$ cat src/rtl/can_irq_pkg.sv
package can_irq_pkg;

    localparam int unsigned ADDR_W = 3;

    typedef enum logic [ADDR_W-1:0] {
        REG_TX_EN    = 3'd0,
        REG_RX_EN    = 3'd1,
        REG_PEND_CLR = 3'd2,
        REG_CTRL     = 3'd3,
        REG_ACT_CLR  = 3'd4
    } reg_addr_e;

    // Control register, bit 0 is glb_en
    typedef struct packed {
        logic act_en;
        logic stat_en;
        logic err_en;
        logic ctl_en;
        logic glb_en;
    } ctrl_t;

    localparam int unsigned CTRL_W = $bits(ctrl_t);

    function automatic logic slot_request(input logic pend, input logic was_tx,
                                          input logic tx_en, input logic rx_en);
        return pend & (was_tx ? tx_en : rx_en);
    endfunction

endpackage

$ cat src/rtl/can_slot_bank.sv
module can_slot_bank
    import can_irq_pkg::*;
#(
    parameter int unsigned NUM_SLOTS = 15
) (
    input  logic                 clk,
    input  logic                 rst,
    input  logic [NUM_SLOTS-1:0] done_pulse,
    input  logic [NUM_SLOTS-1:0] done_tx,
    input  logic [NUM_SLOTS-1:0] clr_vec,
    input  logic [NUM_SLOTS-1:0] tx_en,
    input  logic [NUM_SLOTS-1:0] rx_en,
    output logic [NUM_SLOTS-1:0] pend_o,
    output logic [NUM_SLOTS-1:0] req_o
);

    logic [NUM_SLOTS-1:0] pend_q;
    logic [NUM_SLOTS-1:0] dir_q;

    for (genvar i = 0; i < NUM_SLOTS; i++) begin : g_slot
        always_ff @(posedge clk) begin
            if (rst) begin
                pend_q[i] <= 1'b0;
                dir_q[i]  <= 1'b0;
            end else if (done_pulse[i]) begin
                pend_q[i] <= 1'b1;          // set beats a same-cycle clear
                dir_q[i]  <= done_tx[i];
            end else if (clr_vec[i]) begin
                pend_q[i] <= 1'b0;
            end
        end

        assign req_o[i] = slot_request(pend_q[i], dir_q[i], tx_en[i], rx_en[i]);
    end

    assign pend_o = pend_q;

    p_set_sticks_r2: assert property (@(posedge clk) disable iff (rst)
        (|done_pulse) |=> ((pend_q & $past(done_pulse)) == $past(done_pulse)));

    p_clear_only_sw_r3: assert property (@(posedge clk) disable iff (rst)
        !$past(rst) |-> ((~pend_q & $past(pend_q) & ~$past(clr_vec)) == '0));

    p_set_wins_r4: assert property (@(posedge clk) disable iff (rst)
        (|(done_pulse & clr_vec)) |=> ((pend_q & $past(done_pulse & clr_vec)) == $past(done_pulse & clr_vec)));

    p_req_needs_pend_r5: assert property (@(posedge clk) disable iff (rst)
        ((req_o & ~pend_q) == '0));

endmodule

$ cat src/rtl/can_bus_activity.sv
module can_bus_activity #(
    parameter int unsigned NUM_RX      = 2,
    parameter int unsigned SYNC_STAGES = 2
) (
    input  logic              clk,
    input  logic              rst,
    input  logic [NUM_RX-1:0] rx_async,
    input  logic              clr,
    output logic              flag_o
);

    localparam int unsigned MSB = SYNC_STAGES - 1;

    logic [SYNC_STAGES-1:0] sync_q [NUM_RX];
    logic [NUM_RX-1:0]      prev_q;
    logic [NUM_RX-1:0]      fall;
    logic                   flag_q;

    for (genvar j = 0; j < NUM_RX; j++) begin : g_pin
        always_ff @(posedge clk) begin
            if (rst) begin
                sync_q[j] <= '1;             // recessive idle level
                prev_q[j] <= 1'b1;
            end else begin
                sync_q[j] <= {sync_q[j][MSB-1:0], rx_async[j]};
                prev_q[j] <= sync_q[j][MSB];
            end
        end
        assign fall[j] = prev_q[j] & ~sync_q[j][MSB];
    end

    always_ff @(posedge clk) begin
        if (rst)
            flag_q <= 1'b0;
        else if (|fall)
            flag_q <= 1'b1;
        else if (clr)
            flag_q <= 1'b0;
    end

    assign flag_o = flag_q;

    p_fall_sets_r8: assert property (@(posedge clk) disable iff (rst)
        (|fall) |=> flag_q);

    p_flag_clear_only_sw_r9: assert property (@(posedge clk) disable iff (rst)
        $fell(flag_q) |-> $past(clr));

endmodule

$ cat src/rtl/can_msg_irq_agg.sv
module can_msg_irq_agg
    import can_irq_pkg::*;
#(
    parameter int unsigned NUM_SLOTS   = 15,
    parameter int unsigned NUM_RX      = 2,
    parameter int unsigned SYNC_STAGES = 2
) (
    input  logic                 clk,
    input  logic                 rst,
    input  logic                 wr_en,
    input  logic [ADDR_W-1:0]    wr_addr,
    input  logic [NUM_SLOTS-1:0] wr_data,
    input  logic [NUM_SLOTS-1:0] done_pulse,
    input  logic [NUM_SLOTS-1:0] done_tx,
    input  logic                 err_cond,
    input  logic                 stat_cond,
    input  logic [NUM_RX-1:0]    rx_pin,
    output logic                 can_irq,
    output logic                 act_irq,
    output logic [NUM_SLOTS-1:0] pend_o,
    output logic                 act_flag_o
);

    logic [NUM_SLOTS-1:0] tx_en_q;
    logic [NUM_SLOTS-1:0] rx_en_q;
    ctrl_t                ctrl_q;
    logic [NUM_SLOTS-1:0] clr_vec;
    logic                 act_clr;
    logic [NUM_SLOTS-1:0] slot_req;
    logic                 any_src;

    always_ff @(posedge clk) begin
        if (rst) begin
            tx_en_q <= '0;
            rx_en_q <= '0;
            ctrl_q  <= '0;
        end else if (wr_en) begin
            case (wr_addr)
                REG_TX_EN: tx_en_q <= wr_data;
                REG_RX_EN: rx_en_q <= wr_data;
                REG_CTRL:  ctrl_q  <= ctrl_t'(wr_data[CTRL_W-1:0]);
                default: ;
            endcase
        end
    end

    assign clr_vec = (wr_en && wr_addr == REG_PEND_CLR) ? wr_data : '0;
    assign act_clr = wr_en && (wr_addr == REG_ACT_CLR) && wr_data[0];

    can_slot_bank #(.NUM_SLOTS(NUM_SLOTS)) u_slots (
        .clk        (clk),
        .rst        (rst),
        .done_pulse (done_pulse),
        .done_tx    (done_tx),
        .clr_vec    (clr_vec),
        .tx_en      (tx_en_q),
        .rx_en      (rx_en_q),
        .pend_o     (pend_o),
        .req_o      (slot_req)
    );

    can_bus_activity #(.NUM_RX(NUM_RX), .SYNC_STAGES(SYNC_STAGES)) u_act (
        .clk      (clk),
        .rst      (rst),
        .rx_async (rx_pin),
        .clr      (act_clr),
        .flag_o   (act_flag_o)
    );

    assign any_src = (|slot_req) | (ctrl_q.err_en & err_cond) | (ctrl_q.stat_en & stat_cond);
    assign can_irq = ctrl_q.glb_en & ctrl_q.ctl_en & any_src;
    assign act_irq = ctrl_q.glb_en & ctrl_q.act_en & act_flag_o;

    p_irq_gated_r6: assert property (@(posedge clk) disable iff (rst)
        can_irq |-> (ctrl_q.glb_en && ctrl_q.ctl_en));

    p_err_gated_r7: assert property (@(posedge clk) disable iff (rst)
        (can_irq && (slot_req == '0) && !(ctrl_q.stat_en && stat_cond)) |-> (ctrl_q.err_en && err_cond));

    p_act_irq_r9: assert property (@(posedge clk) disable iff (rst)
        act_irq |-> (act_flag_o && ctrl_q.glb_en));

    p_reset_quiet_r1: assert property (@(posedge clk)
        $past(rst) |-> (pend_o == '0 && !act_flag_o && !can_irq && !act_irq));

endmodule

$ cat config.mk
export PLATFORM = sky130hd
export DESIGN_NAME = can_msg_irq_agg
export DESIGN_NICKNAME = d
export VERILOG_FILES = /design/src/rtl/can_irq_pkg.sv /design/src/rtl/can_slot_bank.sv /design/src/rtl/can_bus_activity.sv /design/src/rtl/can_msg_irq_agg.sv
export SDC_FILE = /design/constraint.sdc
export NUM_CORES = 1
export LEC_CHECK = 0
export BUFFER_PORTS_ARGS = -buffer_cell sky130_fd_sc_hd__buf_2
export CAP_MARGIN = 15
export CORE_UTILIZATION = 47
export DETAILED_ROUTE_END_ITERATION = 10
export PLACE_DENSITY_LB_ADDON = 0.2
export RECOVER_POWER = 50
export REMOVE_ABC_BUFFERS = 1
export SYNTH_ARGS = -nofsm -noshare
export SYNTH_HDL_FRONTEND = slang
export SYNTH_SLANG_ARGS = --single-unit
$ cat constraint.sdc
create_clock -name clk -period 1.9 [get_ports clk]
set_clock_uncertainty 0.05 [all_clocks]
set_input_delay 0.38 -clock clk [delete_from_list [all_inputs] [get_ports clk]]
set_output_delay 0.38 -clock clk [all_outputs]
set_load 0.005 [all_outputs]
==> results of run 1 <==
state kept, by name (all words and copies together), names as in the netlist:
register        cells
ctrl_q              5
rx_en_q            15
tx_en_q            15
u_act.flag_o        1
u_act.prev_q        2
u_act.sync_q        4
u_slots.dir_q      15
u_slots.pend_o     15
power groups by stage:
stage	sequential, W	clock [W]	combinational, W
finish	0.00162	0.00106	0.000253
global route	0.00162	0.00116	0.000282
CTS	0.00162	0.00109	0.000262
detailed placement	0.00165	0	0.000259
global placement	0.00165	0	0.000256
floorplan	0.00164	0	0.000105
metrics by stage:
stage,utilization,std cells
2_1_floorplan,-,293
3_3_place_gp,0.571,444
3_5_place_dp,0.571,444
4_1_cts,0.610,458
5_1_grt,0.605,458
6_report,0.605,458
worst min path at each step:
stage                                     to                          start  depth (start not counted)  slack [ns]
2_1_floorplan  u_act.sync_q[0][1]$_SDFF_PP1_  u_act.sync_q[0][0]$_SDFF_PP1_                          1        0.34
3_3_place_gp   u_act.sync_q[0][1]$_SDFF_PP1_  u_act.sync_q[0][0]$_SDFF_PP1_                          1        0.34
3_5_place_dp   u_act.sync_q[0][1]$_SDFF_PP1_  u_act.sync_q[0][0]$_SDFF_PP1_                          1        0.34
4_1_cts        u_act.sync_q[0][0]$_SDFF_PP1_                      rx_pin[0]                          2        0.17
5_1_grt        u_act.sync_q[0][0]$_SDFF_PP1_                      rx_pin[0]                          2        0.18
6_report       u_act.sync_q[0][0]$_SDFF_PP1_                      rx_pin[0]                          2        0.19
final cells by class:
class | count | share of cell area
tap | 72 | 0.0267
multi-input combinational | 219 | 0.370
timing repair buffer | 79 | 0.120
inverter | 2 | 0.00223
sequential | 72 | 0.430
clock buffer | 14 | 0.0512
kinds of logic (layout without fill, tap and decap cells):
kind of cell,Yosys count,count (layout),share of synthesized area
flip-flops,72,72,0.524
multiplexers,35,35,0.136
buffers and inverters,17,95,0.0314
AND/OR/NAND/NOR,129,129,0.197
AO/OA/AOI/OAI,55,55,0.112
per-layer routing:
metal	global-route usage	wire, µm
met5	0	0
met3	0.0395	363
met2	0.328	2800
met4	0.0963	73
met1	0.289	2800
timing repair:
| action | CTS | global route |
|---|---|---|
| hold buffers | 0 | 0 |
| pin swaps | 7 | 0 |
| endpoints found under the setup margin | 1 | 1 |
| resized for setup | 13 | 0 |
| endpoints found under the hold margin | 0 | 0 |
layout by cell type (no fill, tap or decap), drive strengths merged:
cell / count
a21oi: 45
a222oi: 2
a22oi: 7
and2: 1
and3: 1
and3b: 1
and4bb: 1
buf: 74
clkbuf: 19
dfxtp: 72
inv: 2
mux2: 15
mux2i: 20
nand2: 76
nand3: 1
nand3b: 1
nand4: 3
nor2: 37
nor2b: 1
o211a: 1
or2: 6
worst reg2reg max path, stage by stage (launching register included):
cell and delay (ns):
dfxtp_1 0.32, inv_1 0.04, a222oi_1 0.33, nor2_1 0.07
==> run metrics, run 1 <==
combinational share of power=0.086; dominant cell type by area after synthesis=dfxtp_1; Total Routing Usage GR=0.213; Crit. Startpoint=u_slots.dir_q[14]$_SDFFE_PP0P_; Rows=27; Yosys top cell area share=0.524; DRT antenna net count=0; nets@finish=around 440; failing checks=negative setup slack; DP HPWL=around 4200 µm; Max Clk Rate=about 470 MHz; final instance area=3370 µm²; fin crit period=between 2 and 2.5 ns; Reg-to-Reg Start=u_act.sync_q[0][1]$_SDFF_PP1_; critical path type=reg2out; Sequential Power Share=0.553; vias per cell=around 5; Hold Path Class=in2reg; area occupied by multi-input gates=between 1000 and 1500 µm²; share of layout cells above drive strength 1=0.316; CP Depth=5; most common cell in the netlist=nand2_1; Max-slew headroom=0.394; largest cells by area after synthesis=dfxtp_1 (52%), nand2_1 (10%), a21oi_1 (8.2%); Lkg Pwr=approximately 1.5 nW; Synth Register Bits=between 70 and 80; routed len/inst=13.2 µm; Post-synth ARST share=0; distinct cell type count after synthesis=24; Peak VDD IR=approximately 0.36 mV; Final period util=1.11; setup TNS=-0.213 ns; max cap viols=0; final worst setup slack=-0.213 ns; antenna cells=0; CTS Buffer Depth=2; Bufs and invs on worst path=1; initial antenna violation count=0; Syn Area/Cell=8.92 µm²; IO Port Bufs=between 70 and 80; Clk pwr share=0.361; Post CTS Setup Buffer Count=0; Net Sw Frac=0.225; largest net degree at the start of global routing=47; number of global-route vias before repair=2126; worst skew pair latency=~0.32 ns; gr ovfl total=0; Crit Path Max Fanout=2; CTS H-tree depth=3; FILL cells=just over 500; core footprint=roughly 5600 µm²; first drt pass iteration count=4; Reg2Reg Depth=3; r2r setup slk=~0.95 ns; sequential-to-total area share from yosys stat=0.524; status=finished with violations; Switch Pwr=approximately 0.00066 W; kind of start point of the critical path=flop; Place WS=slightly below 0.06 ns; Cell Pwr Density=869 nW/µm²; RSZ-0062 raised after global routing=true; internal power=between 0.002 and 0.0025 W; first-pass GRT wire length=10000 µm; Mapped Cells=between 300 and 400; Slowest cell on crit path=dfxtp_2; die area=between 6000 and 7000 µm²; Ys Warns=0; ys flop type=dfxtp_1; clk sinks=72; Clk pin slew, worst setup/hold paths=~0.07 ns; Slew @ Worst Pin=slightly above 0.9 ns; I/O pin total=73; Slew Viols, Final=0; most instantiated cells after synthesis=nand2_1 (76), dfxtp_1 (72), a21oi_1 (45); hold slack=about 0.19 ns; Starting Density=0.493; critical path's largest stage delay=between 0.3 and 0.4 ns; Fin. Hold Viols=0; via count=between 2000 and 2500; routability congestion estimate=0.786; critical path required time=~1.5 ns; CP endpoint kind=primary output; final setup vio count=1; DRC=0; critical path cell sequence=mux2_2, a22oi_2, nand4_1, o211a_1, buf_2; WP data arrival=1.68 ns; number of synthesized flops with an enable pin=0; Cell Area, Synth=between 2000 and 3000 µm²; Num CTS Buffers=9; Setup crit end=can_irq; Top delay family on crit path=compound AO/OA/AOI/OAI gates; Initial DRC Count=around 110; RR Endpoint=u_act.flag_o$_SDFFE_PP0P_; Total Routed Length=6040 µm; CTS tree=done; Die W=78.5 µm; Root Driver=clkbuf_8; chip height=78.5 µm; Area Growth Syn to Fin=22.6%; Reg area=about 1400 µm²; area post-placement=between 3000 and 4000 µm²; overall power=between 0.002 and 0.003 W
Power figures use the tool's default switching activity.
==> run 2: changes to the inputs <==
SKIP_LAST_GASP = 1   (was default)
==> run metrics, run 2 (synthesized netlist as in run 1, its figures left out) <==
critical path's largest stage delay=0.35 ns (about the same); worst hold start=rx_pin[0]; Clk pin slew, worst setup/hold paths=0.07 ns (about the same); gr ovfl total=0 (unchanged); I/O pin total=73 (unchanged); fin crit period=2.12 ns (+0.00938 ns); Crit Path Max Fanout=2 (unchanged); Max-slew headroom=0.394 (unchanged); Total Routed Length=6040 µm (about the same); chip height=78.5 µm (unchanged); DP HPWL=4230 µm (unchanged); area post-placement=3190 µm² (unchanged); WP data arrival=1.69 ns (about the same); setup TNS=-0.222 ns (-0.00938 ns); largest net degree at the start of global routing=47 (unchanged); Hold EP=u_act.sync_q[0][0]$_SDFF_PP1_; core footprint=5570 µm² (unchanged); kind of start point of the critical path=flop; routed len/inst=13.2 µm (about the same); Num CTS Buffers=9 (unchanged); Die W=78.5 µm (unchanged); Reg-to-Reg Start=u_act.sync_q[0][1]$_SDFF_PP1_; Reg2Reg Depth=3 (unchanged); hold depth=2 (unchanged); Post CTS Setup Buffer Count=0 (unchanged); Initial DRC Count=107 (unchanged); Final period util=1.12 (+0.00494); r2r setup slk=0.95 ns (about the same); Lkg Pwr=1.48 nW (about the same); Starting Density=0.493 (unchanged); critical path type=reg2out; RR Endpoint=u_act.flag_o$_SDFFE_PP0P_; nets@finish=438 (unchanged); CTS tree=done; clk sinks=72 (unchanged); Slew @ Worst Pin=0.909 ns (unchanged); share of layout cells above drive strength 1=0.311 (-0.00518); worst skew pair latency=0.32 ns (about the same); final setup vio count=1 (unchanged); first drt pass iteration count=4 (unchanged); via count=2313 (unchanged); RSZ-0062 raised after global routing=true; number of global-route vias before repair=2126 (unchanged); Peak VDD IR=0.363 mV (about the same); Slowest cell on crit path=mux2_2; antenna cells=0 (unchanged); CP endpoint kind=primary output; most common cell after layout, fill and taps aside=nand2_1; initial antenna violation count=0 (unchanged); DRC=0 (unchanged); Rows=27 (unchanged); critical path required time=1.47 ns (about the same); critical path cell sequence=mux2_2, a22oi_2, nand4_1, o211a_1, buf_2; Total Routing Usage GR=0.213 (unchanged); CTS Buffer Depth=2 (unchanged); status=finished with violations; DRT antenna net count=0 (unchanged); Slew Viols, Final=0 (unchanged); first-pass GRT wire length=10000 µm (unchanged); failing checks=negative setup slack; Root Driver=clkbuf_8; Fin. Hold Viols=0 (unchanged); die area=6160 µm² (unchanged); IO Port Bufs=72 (unchanged); final instance area=3370 µm² (about the same); Cell Pwr Density=869 nW/µm² (about the same); Max Clk Rate=471 MHz (-0.44%); routability congestion estimate=0.786 (unchanged); max cap viols=0 (unchanged); most frequent cells in the layout=nand2_1 (76), buf_2 (70), dfxtp_1 (68); Area Growth Syn to Fin=22.5% (about the same); vias per cell=5.05 (unchanged); Place WS=0.0577 ns (unchanged); CTS H-tree depth=3 (unchanged); final worst setup slack=-0.222 ns (-0.00938 ns); Hold Path Class=in2reg
[run 2: stage by stage]
| stage | utilization | total power, W | hold slack [ns] | instances |
|---|---|---|---|---|
| global route | 0.604 | 0.00307 | 0.176 | 458 |
| detailed placement | 0.571 | 0.00191 | 0.343 | 444 |
| floorplan | - | 0.00175 | 0.339 | 293 |
| CTS | 0.610 | 0.00297 | 0.169 | 458 |
| finish | 0.604 | 0.00293 | 0.186 | 458 |
| global placement | 0.571 | 0.00190 | 0.343 | 444 |
[run 2: layer usage]
metal / up-vias / part of all wire / track usage
li1: 1182 / - / -
met1: 1043 / 0.46 / 0.289
met2: 80 / 0.46 / 0.328
met3: 8 / 0.060 / 0.0395
met4: 0 / 0.012 / 0.0963
met5: - / 0 / 0
[run 2: final cells by class]
type                    count  area (µm²)
fillers                   509        2210
clock buffers              14         173
inverters                   2        7.51
repair buffers             79         403
multi-input cells         219        1250
flip-flops and latches     72        1450
well taps                  72        90.1
[run 2: worst max-delay path by stage]
stage	startpoint	slack, ns	to
6_report	u_slots.dir_q[1]$_SDFFE_PP0P_	-0.22	can_irq
3_3_place_gp	u_slots.dir_q[6]$_SDFFE_PP0P_	0.08	can_irq
3_5_place_dp	u_slots.dir_q[6]$_SDFFE_PP0P_	0.06	can_irq
2_1_floorplan	u_slots.dir_q[11]$_SDFFE_PP0P_	0.32	can_irq
5_1_grt	u_slots.dir_q[11]$_SDFFE_PP0P_	-0.29	can_irq
4_1_cts	u_slots.dir_q[1]$_SDFFE_PP0P_	-0.22	can_irq
[run 2: what timing repair did]
action | in CTS | in global routing
cloned | 0 | 0
hold buffers | 0 | 0
resized for setup | 11 | 0
setup endpoints to repair | 1 | 1
pin swaps | 7 | 0
[run 2: worst max-delay path, delay by kind of cell, from the launching register on]
family	cells	cell delay, ns
AOI/OAI and AO/OA	2	0.45
buffers and inverters	1	0.13
DFF	1	0.34
muxes	1	0.35
and+or+nand+nor	1	0.11
[run 2: report_power, final]
| part | switching, W | total (W) | internal (W) |
|---|---|---|---|
| Sequential | 0.0000437 | 0.00162 | 0.00158 |
| Clock | 0.000488 | 0.00106 | 0.000569 |
| Combinational | 0.000129 | 0.000253 | 0.000124 |
